`src/rtl/mgmt_cfg_reg.sv`:
```
module mgmt_cfg_reg #(
  parameter logic [3:0] JAM_RST = 4'd5,
  parameter logic [3:0] GAP_RST = 4'd12,
  parameter logic [3:0] JAM_MIN = 4'd1,
  parameter logic [3:0] GAP_MIN = 4'd3
) (
  input  logic        clk,
  input  logic        rst_n,
  input  logic        req,
  input  logic        wr,
  input  logic [31:0] wdata,
  output logic [31:0] rdata,
  output logic        ack,
  input  logic        clk_ok,
  output logic        core_rst,
  output logic        gmii_8bit,
  output logic [3:0]  jam_cnt,
  output logic [3:0]  gap_cnt,
  output logic        tx_ign_rxdv,
  output logic        rx_ign_txen,
  output logic        cm_gap_en,
  output logic        hdlc_pace,
  output logic        hdr_swap,
  output logic        slave_tx_early,
  output logic        sap_defect,
  output logic        link_rst_bit
);

  logic served, busy, saw_low;
  logic wr_hit;
  logic unused_bits;

  assign wr_hit      = req & ~served & wr;
  assign unused_bits = ^{wdata[30:29], wdata[14:9], wdata[7:3], wdata[1]};

  always_ff @(posedge clk or negedge rst_n) begin
    if (!rst_n) begin
      ack            <= 1'b0;
      served         <= 1'b0;
      busy           <= 1'b0;
      saw_low        <= 1'b0;
      gmii_8bit      <= 1'b1;
      jam_cnt        <= JAM_RST;
      gap_cnt        <= GAP_RST;
      tx_ign_rxdv    <= 1'b1;
      rx_ign_txen    <= 1'b1;
      cm_gap_en      <= 1'b1;
      hdlc_pace      <= 1'b1;
      hdr_swap       <= 1'b0;
      slave_tx_early <= 1'b0;
      sap_defect     <= 1'b0;
      link_rst_bit   <= 1'b0;
    end else begin
      ack    <= req & ~served;
      served <= req;
      if (wr_hit) begin
        gmii_8bit      <= wdata[28];
        tx_ign_rxdv    <= wdata[19];
        rx_ign_txen    <= wdata[18];
        cm_gap_en      <= wdata[17];
        hdlc_pace      <= wdata[16];
        hdr_swap       <= wdata[15];
        slave_tx_early <= wdata[8];
        sap_defect     <= wdata[2];
        link_rst_bit   <= wdata[0];
        if (wdata[27:24] >= JAM_MIN) jam_cnt <= wdata[27:24];
        if (wdata[23:20] >= GAP_MIN) gap_cnt <= wdata[23:20];
      end
      if (wr_hit && wdata[31]) begin
        busy    <= 1'b1;
        saw_low <= 1'b0;
      end else if (busy) begin
        if (!clk_ok)      saw_low <= 1'b1;
        else if (saw_low) busy    <= 1'b0;
      end
    end
  end

  assign core_rst = busy;

  assign rdata = {busy, 2'b00, gmii_8bit, jam_cnt, gap_cnt,
                  tx_ign_rxdv, rx_ign_txen, cm_gap_en, hdlc_pace, hdr_swap,
                  6'b0, slave_tx_early, 5'b0, sap_defect, 1'b0, link_rst_bit};

endmodule

```
`config.mk`:
```
export PLATFORM = sky130hd
export DESIGN_NAME = mgmt_cfg_reg
export DESIGN_NICKNAME = d
export VERILOG_FILES = /design/src/rtl/mgmt_cfg_reg.sv
export SDC_FILE = /design/constraint.sdc
export NUM_CORES = 1
export LEC_CHECK = 0
export BUFFER_PORTS_ARGS = -buffer_cell sky130_fd_sc_hd__buf_4
export CAP_MARGIN = 20
export CORE_UTILIZATION = 42
export DETAILED_ROUTE_END_ITERATION = 8
export PLACE_DENSITY = 0.88
export SKIP_LAST_GASP = 1
export SYNTH_ARGS = -nofsm -noshare
export SYNTH_HDL_FRONTEND = slang
export SYNTH_SLANG_ARGS = --single-unit
```
`constraint.sdc`:
```
create_clock -name clk -period 2.4 [get_ports clk]
set_input_delay 0.24 -clock clk [delete_from_list [all_inputs] [get_ports clk]]
set_output_delay 0.24 -clock clk [all_outputs]
set_load 0.005 [all_outputs]
```
Word-level counts from Yosys, hierarchy flattened
Cells that the tools add are included.
{"block": "classes", "order_cmp": 2, "n_eq_ne": 1, "n_mux": 7, "bitwise": 3, "reduce_logical": 5}
{"operator": "$mux W1", "n": 7}
{"operator": "$reduce_and A2 Y1", "n": 3}
{"operator": "$ge A4 B1 Y1 const B", "n": 1}
{"operator": "$ge A4 B2 Y1 const B", "n": 1}
{"operator": "$and A1 B1 Y1", "n": 2}
{"operator": "$ne A2 B1 Y1 const B", "n": 1}
{"operator": "$reduce_bool A2 Y1", "n": 1}
{"operator": "$logic_and A1 B1 Y1", "n": 1}
{"operator": "$not A1 Y1", "n": 1}
{"block": "word_totals", "regBits": 21, "input_bits": 37, "elab_cells": 33}

Logic depth before layout (Yosys ltp)
{"block": "logic_depth", "word_depth": 6, "mapped_depth": 5, "depth_no_buf": 3}

Worst setup path before layout
No wires, ideal clock.
{"block": "synth_timing", "path_kind": "register -> register", "startpoint": "reg served", "endpoint": "reg jam_cnt[2]", "setup_time_ps": 79, "arrival_time_ps": 1000, "t_required_ps": 2321, "path_slack_ps": 1321, "path_stages_with_launch": 6, "n_path_buf": 2, "cell_sequence": "dfrtp_1 > and3b_1 > buf_6 > buf_8 > o31ai_2 > a22o_1"}
{"block": "synth_between", "elab_chain_cells": 4}
{"item": "start, declared", "line_no": "29", "rtl": "logic served, busy, saw_low;"}
{"item": "start signal, assigned", "line_no": "55", "rtl": "served <= req;"}
{"item": "$not A1 Y1", "line_no": "33", "rtl": "assign wr_hit = req & ~served & wr;"}
{"item": "$and A1 B1 Y1 (2 in a row)", "line_no": "33"}
{"item": "$reduce_and A2 Y1 (no source line)"}
{"item": "end signal, assigned", "line_no": "66", "rtl": "if (wdata[27:24] >= JAM_MIN) jam_cnt <= wdata[27:24];"}
{"item": "end, declared", "line_no": "17", "rtl": "output logic [3:0] jam_cnt,"}
Every way passes these cells.
A chain may end at the register's enable or synchronous reset.

Worst setup path after layout
{"block": "layout_timing", "startpoint": "reg served", "endpoint": "reg gap_cnt[0]"}
{"block": "layout_between", "elab_chain_cells": 4}
{"item": "$not A1 Y1", "line_no": "33"}
{"item": "$and A1 B1 Y1 (2 in a row)", "line_no": "33"}
{"item": "$reduce_and A2 Y1 (no source line)"}
{"item": "end signal, assigned", "line_no": "67", "rtl": "if (wdata[23:20] >= GAP_MIN) gap_cnt <= wdata[23:20];"}
{"item": "end, declared", "line_no": "18", "rtl": "output logic [3:0] gap_cnt,"}
Every way passes these cells.

==> results_dict.tcl <==
set metrics [dict create \
    ys_warn_count 0 \
    synth_area_leader_cell "dfrtp_1" \
    ys_ff_latch 21 \
    end_kind "flop" \
    dr_wl_met2_um 1070 \
    synthCells 116 \
    die_w_um 53.5 \
    p_leak_nw 0.764 \
    grt.total_usage 0.150 \
    finalCritPeriodShare 0.563 \
    wire_per_inst_um 11.5 \
    placed_cells 183 \
    slew_viol_final 0 \
    synth_cell_types 19 \
    grt_pass1_vias 712 \
    synth_fa_ha_area_frac 0 \
    drt-met1-wl_um 899 \
    power_density_nw_per_um2 654 \
    mostFrequentLayoutCells "60 x buf_4, 34 x nand2_1, 14 x conb_1" \
    cts_sinks 21 \
    syn_area_per_cell_um2 9.59 \
    synth_compound_gate_area_share 0.123 \
    layoutNonFillerInstCount 188 \
    utilization 0.564 \
    cts.clk_slew.worst_paths_ps 100 \
    worst_r2r_startpoint "served$_DFF_PN0_" \
    cp_max_fo 13 \
    grt_pass1_wl_um 3120 \
    clkLatencyLatePin_ps 280 \
    hp-start "req" \
    h-tree-depth 1 \
    synthSimpleGateAreaFrac 0.139 \
    drt_pass1_iterations 2 \
    placement.io_buffers 59 \
    outcome "complete, no violations" \
    ios 88 \
    worst_hold_slack_ps 78.1 \
    crit_slowest_cell "and3b_1" \
    reg2reg_to "gap_cnt[0]$_DFFE_PN0P_" \
    synth_top_family_by_area "buffers and inverters" \
    setup_viol 0 \
    max_freq_mhz 741 \
    antenna_found_initial 0 \
    num-nets-final 196 \
    area_delta_synth_final_pct 26.7 \
    drv_cap 0 \
    clk_path_buf_depth 2 \
    hold_end "served$_DFF_PN0_" \
    synth_area_um2 1110 \
    dp_hpwl_um 1700 \
    worstPathRequired_ps 2630 \
    hold_viol_final 0 \
    critPathArrivalTime_ps 1580 \
    wl_met3_um 170 \
    synth-xor-area-share 0 \
    cts_tree "done" \
    cts_buffers 3 \
    place_ws_ps 1070 \
    drive_above_1_share 0.462 \
    path_class "flop to flop" \
    synth_area_leaders "dfrtp_1 27%, buf_4 22%, dfstp_2 21%" \
    rows 18 \
    synth_top_area_frac 0.270 \
    reg2reg_slack_ps 1050 \
    finalClockSkew_ps 0.571 \
    start_util 0.445 \
    clock_tree.root_cell "clkbuf_4" \
    drc 0 \
    ant_nets 0 \
    yosysSeqAreaShare 0.483 \
    hold_depth 1 \
    fp.dieH_um 53.5 \
    n_antenna_cell 0 \
    dieArea_um2 2860 \
    final.min_clock_period_ps 1350 \
    ir_drop_uv 349 \
    holdCritPathClass "primary input to flop" \
    layout_commonest_cell "buf_4" \
    cts_setup_buffers 0 \
    crit_chain "and3b_1 > buf_4 > o311ai_1 > nand2_1" \
    cp-start-kind "flop" \
    rsz0062_at_grt "no" \
    drt-total-wl_um 2160 \
    crit_path_max_incr_delay_ps 450 \
    reg2reg_depth 4 \
    core_um2 2500 \
    grt-ovfl-total 0 \
    routed_via_density 4.62 \
    via_count 869 \
    worst_slack_ps 1050 \
    synthMuxAreaShare 0 \
    finalSetupTns_ps 0 \
    drt-initial-drc-count 9 \
    top_layer_used "met4" \
    gp_congestion 0.756 \
    grt_max_degree 22 \
]
kinds of logic (layout without fill, tap and decap cells):
group                  Yosys count  after routing
and+or+nand+nor                 38             38
other                            1             14
DFF                             21             21
AOI/OAI and AO/OA               19             19
buffers and inverters           37             66
state kept, by name, summed over array words and instances, names as in the netlist:
signal	cells
hdlc_pace	1
jam_cnt	4
core_rst	1
tx_ign_rxdv	1
gap_cnt	4
cm_gap_en	1
sap_defect	1
gmii_8bit	1
rx_ign_txen	1
link_rst_bit	1
ack	1
hdr_swap	1
slave_tx_early	1
saw_low	1
served	1
synth_stat cells:
| master | number |
|---|---|
| a21oi_1 | 4 |
| a22o_1 | 5 |
| and2b_1 | 1 |
| and3b_1 | 1 |
| buf_2 | 2 |
| buf_4 | 32 |
| buf_6 | 1 |
| buf_8 | 1 |
| conb_1 | 1 |
| dfrtp_1 | 12 |
| dfstp_2 | 9 |
| inv_1 | 1 |
| nand2_1 | 34 |
| nand3b_1 | 1 |
| nor2_1 | 1 |
| o21ai_0 | 4 |
| o311ai_1 | 2 |
| o31ai_1 | 3 |
| o31ai_2 | 1 |
worst max-delay path by stage:
| stage | startpoint | end | slack (ps) | cells after the start |
|---|---|---|---|---|
| CTS | served$_DFF_PN0_ | gap_cnt[0]$_DFFE_PN0P_ | 1040 | 4 |
| global route | served$_DFF_PN0_ | gap_cnt[0]$_DFFE_PN0P_ | 930 | 4 |
| detailed placement | served$_DFF_PN0_ | gap_cnt[0]$_DFFE_PN0P_ | 1070 | 4 |
| global placement | served$_DFF_PN0_ | gap_cnt[0]$_DFFE_PN0P_ | 1110 | 4 |
| floorplan | served$_DFF_PN0_ | jam_cnt[2]$_DFFE_PN1P_ | 1320 | 5 |
| finish | served$_DFF_PN0_ | gap_cnt[0]$_DFFE_PN0P_ | 1050 | 4 |
layer usage:
| metal | track usage | up-vias |
|---|---|---|
| met5 | 0 | - |
| met4 | 0.0395 | 0 |
| met3 | 0.0259 | 2 |
| met2 | 0.263 | 46 |
| met1 | 0.188 | 404 |
| li1 | - | 417 |
worst max-delay path, delay by kind of cell (launching register included):
family | cells | cell delay [ps]
buf+inv | 1 | 260
simple gates | 2 | 530
flops | 1 | 390
compound gates | 1 | 110
per-stage QoR:
| stage | cell area [um2] | power [mW] |
|---|---|---|
| 2_1_floorplan | 1160 | 0.644 |
| 3_3_place_gp | 1370 | 0.759 |
| 3_5_place_dp | 1370 | 0.773 |
| 4_1_cts | 1410 | 0.935 |
| 5_1_grt | 1410 | 0.989 |
| 6_report | 1410 | 0.921 |
cell type report:
class                      instances  area (um2)
clock buffer                       4        26.3
fill                             231        1090
inverter                           1        3.75
multi-input combinational         71         344
sequential                        21         537
tap                               30        37.5
timing repair buffer              61         460
report_power, final:
part           switching (mW)  internal (mW)  leakage, nW
sequential             0.0471          0.432        0.242
combinational           0.108          0.177        0.506
clock                  0.0926         0.0644       0.0150
total                   0.248          0.673        0.764
timing repair:
item                      in CTS  in global routing
hold endpoints to repair      12                  0
gates resized for setup        0                  0
hold buffers                   1                  0
(Power assumes the default switching activity.)
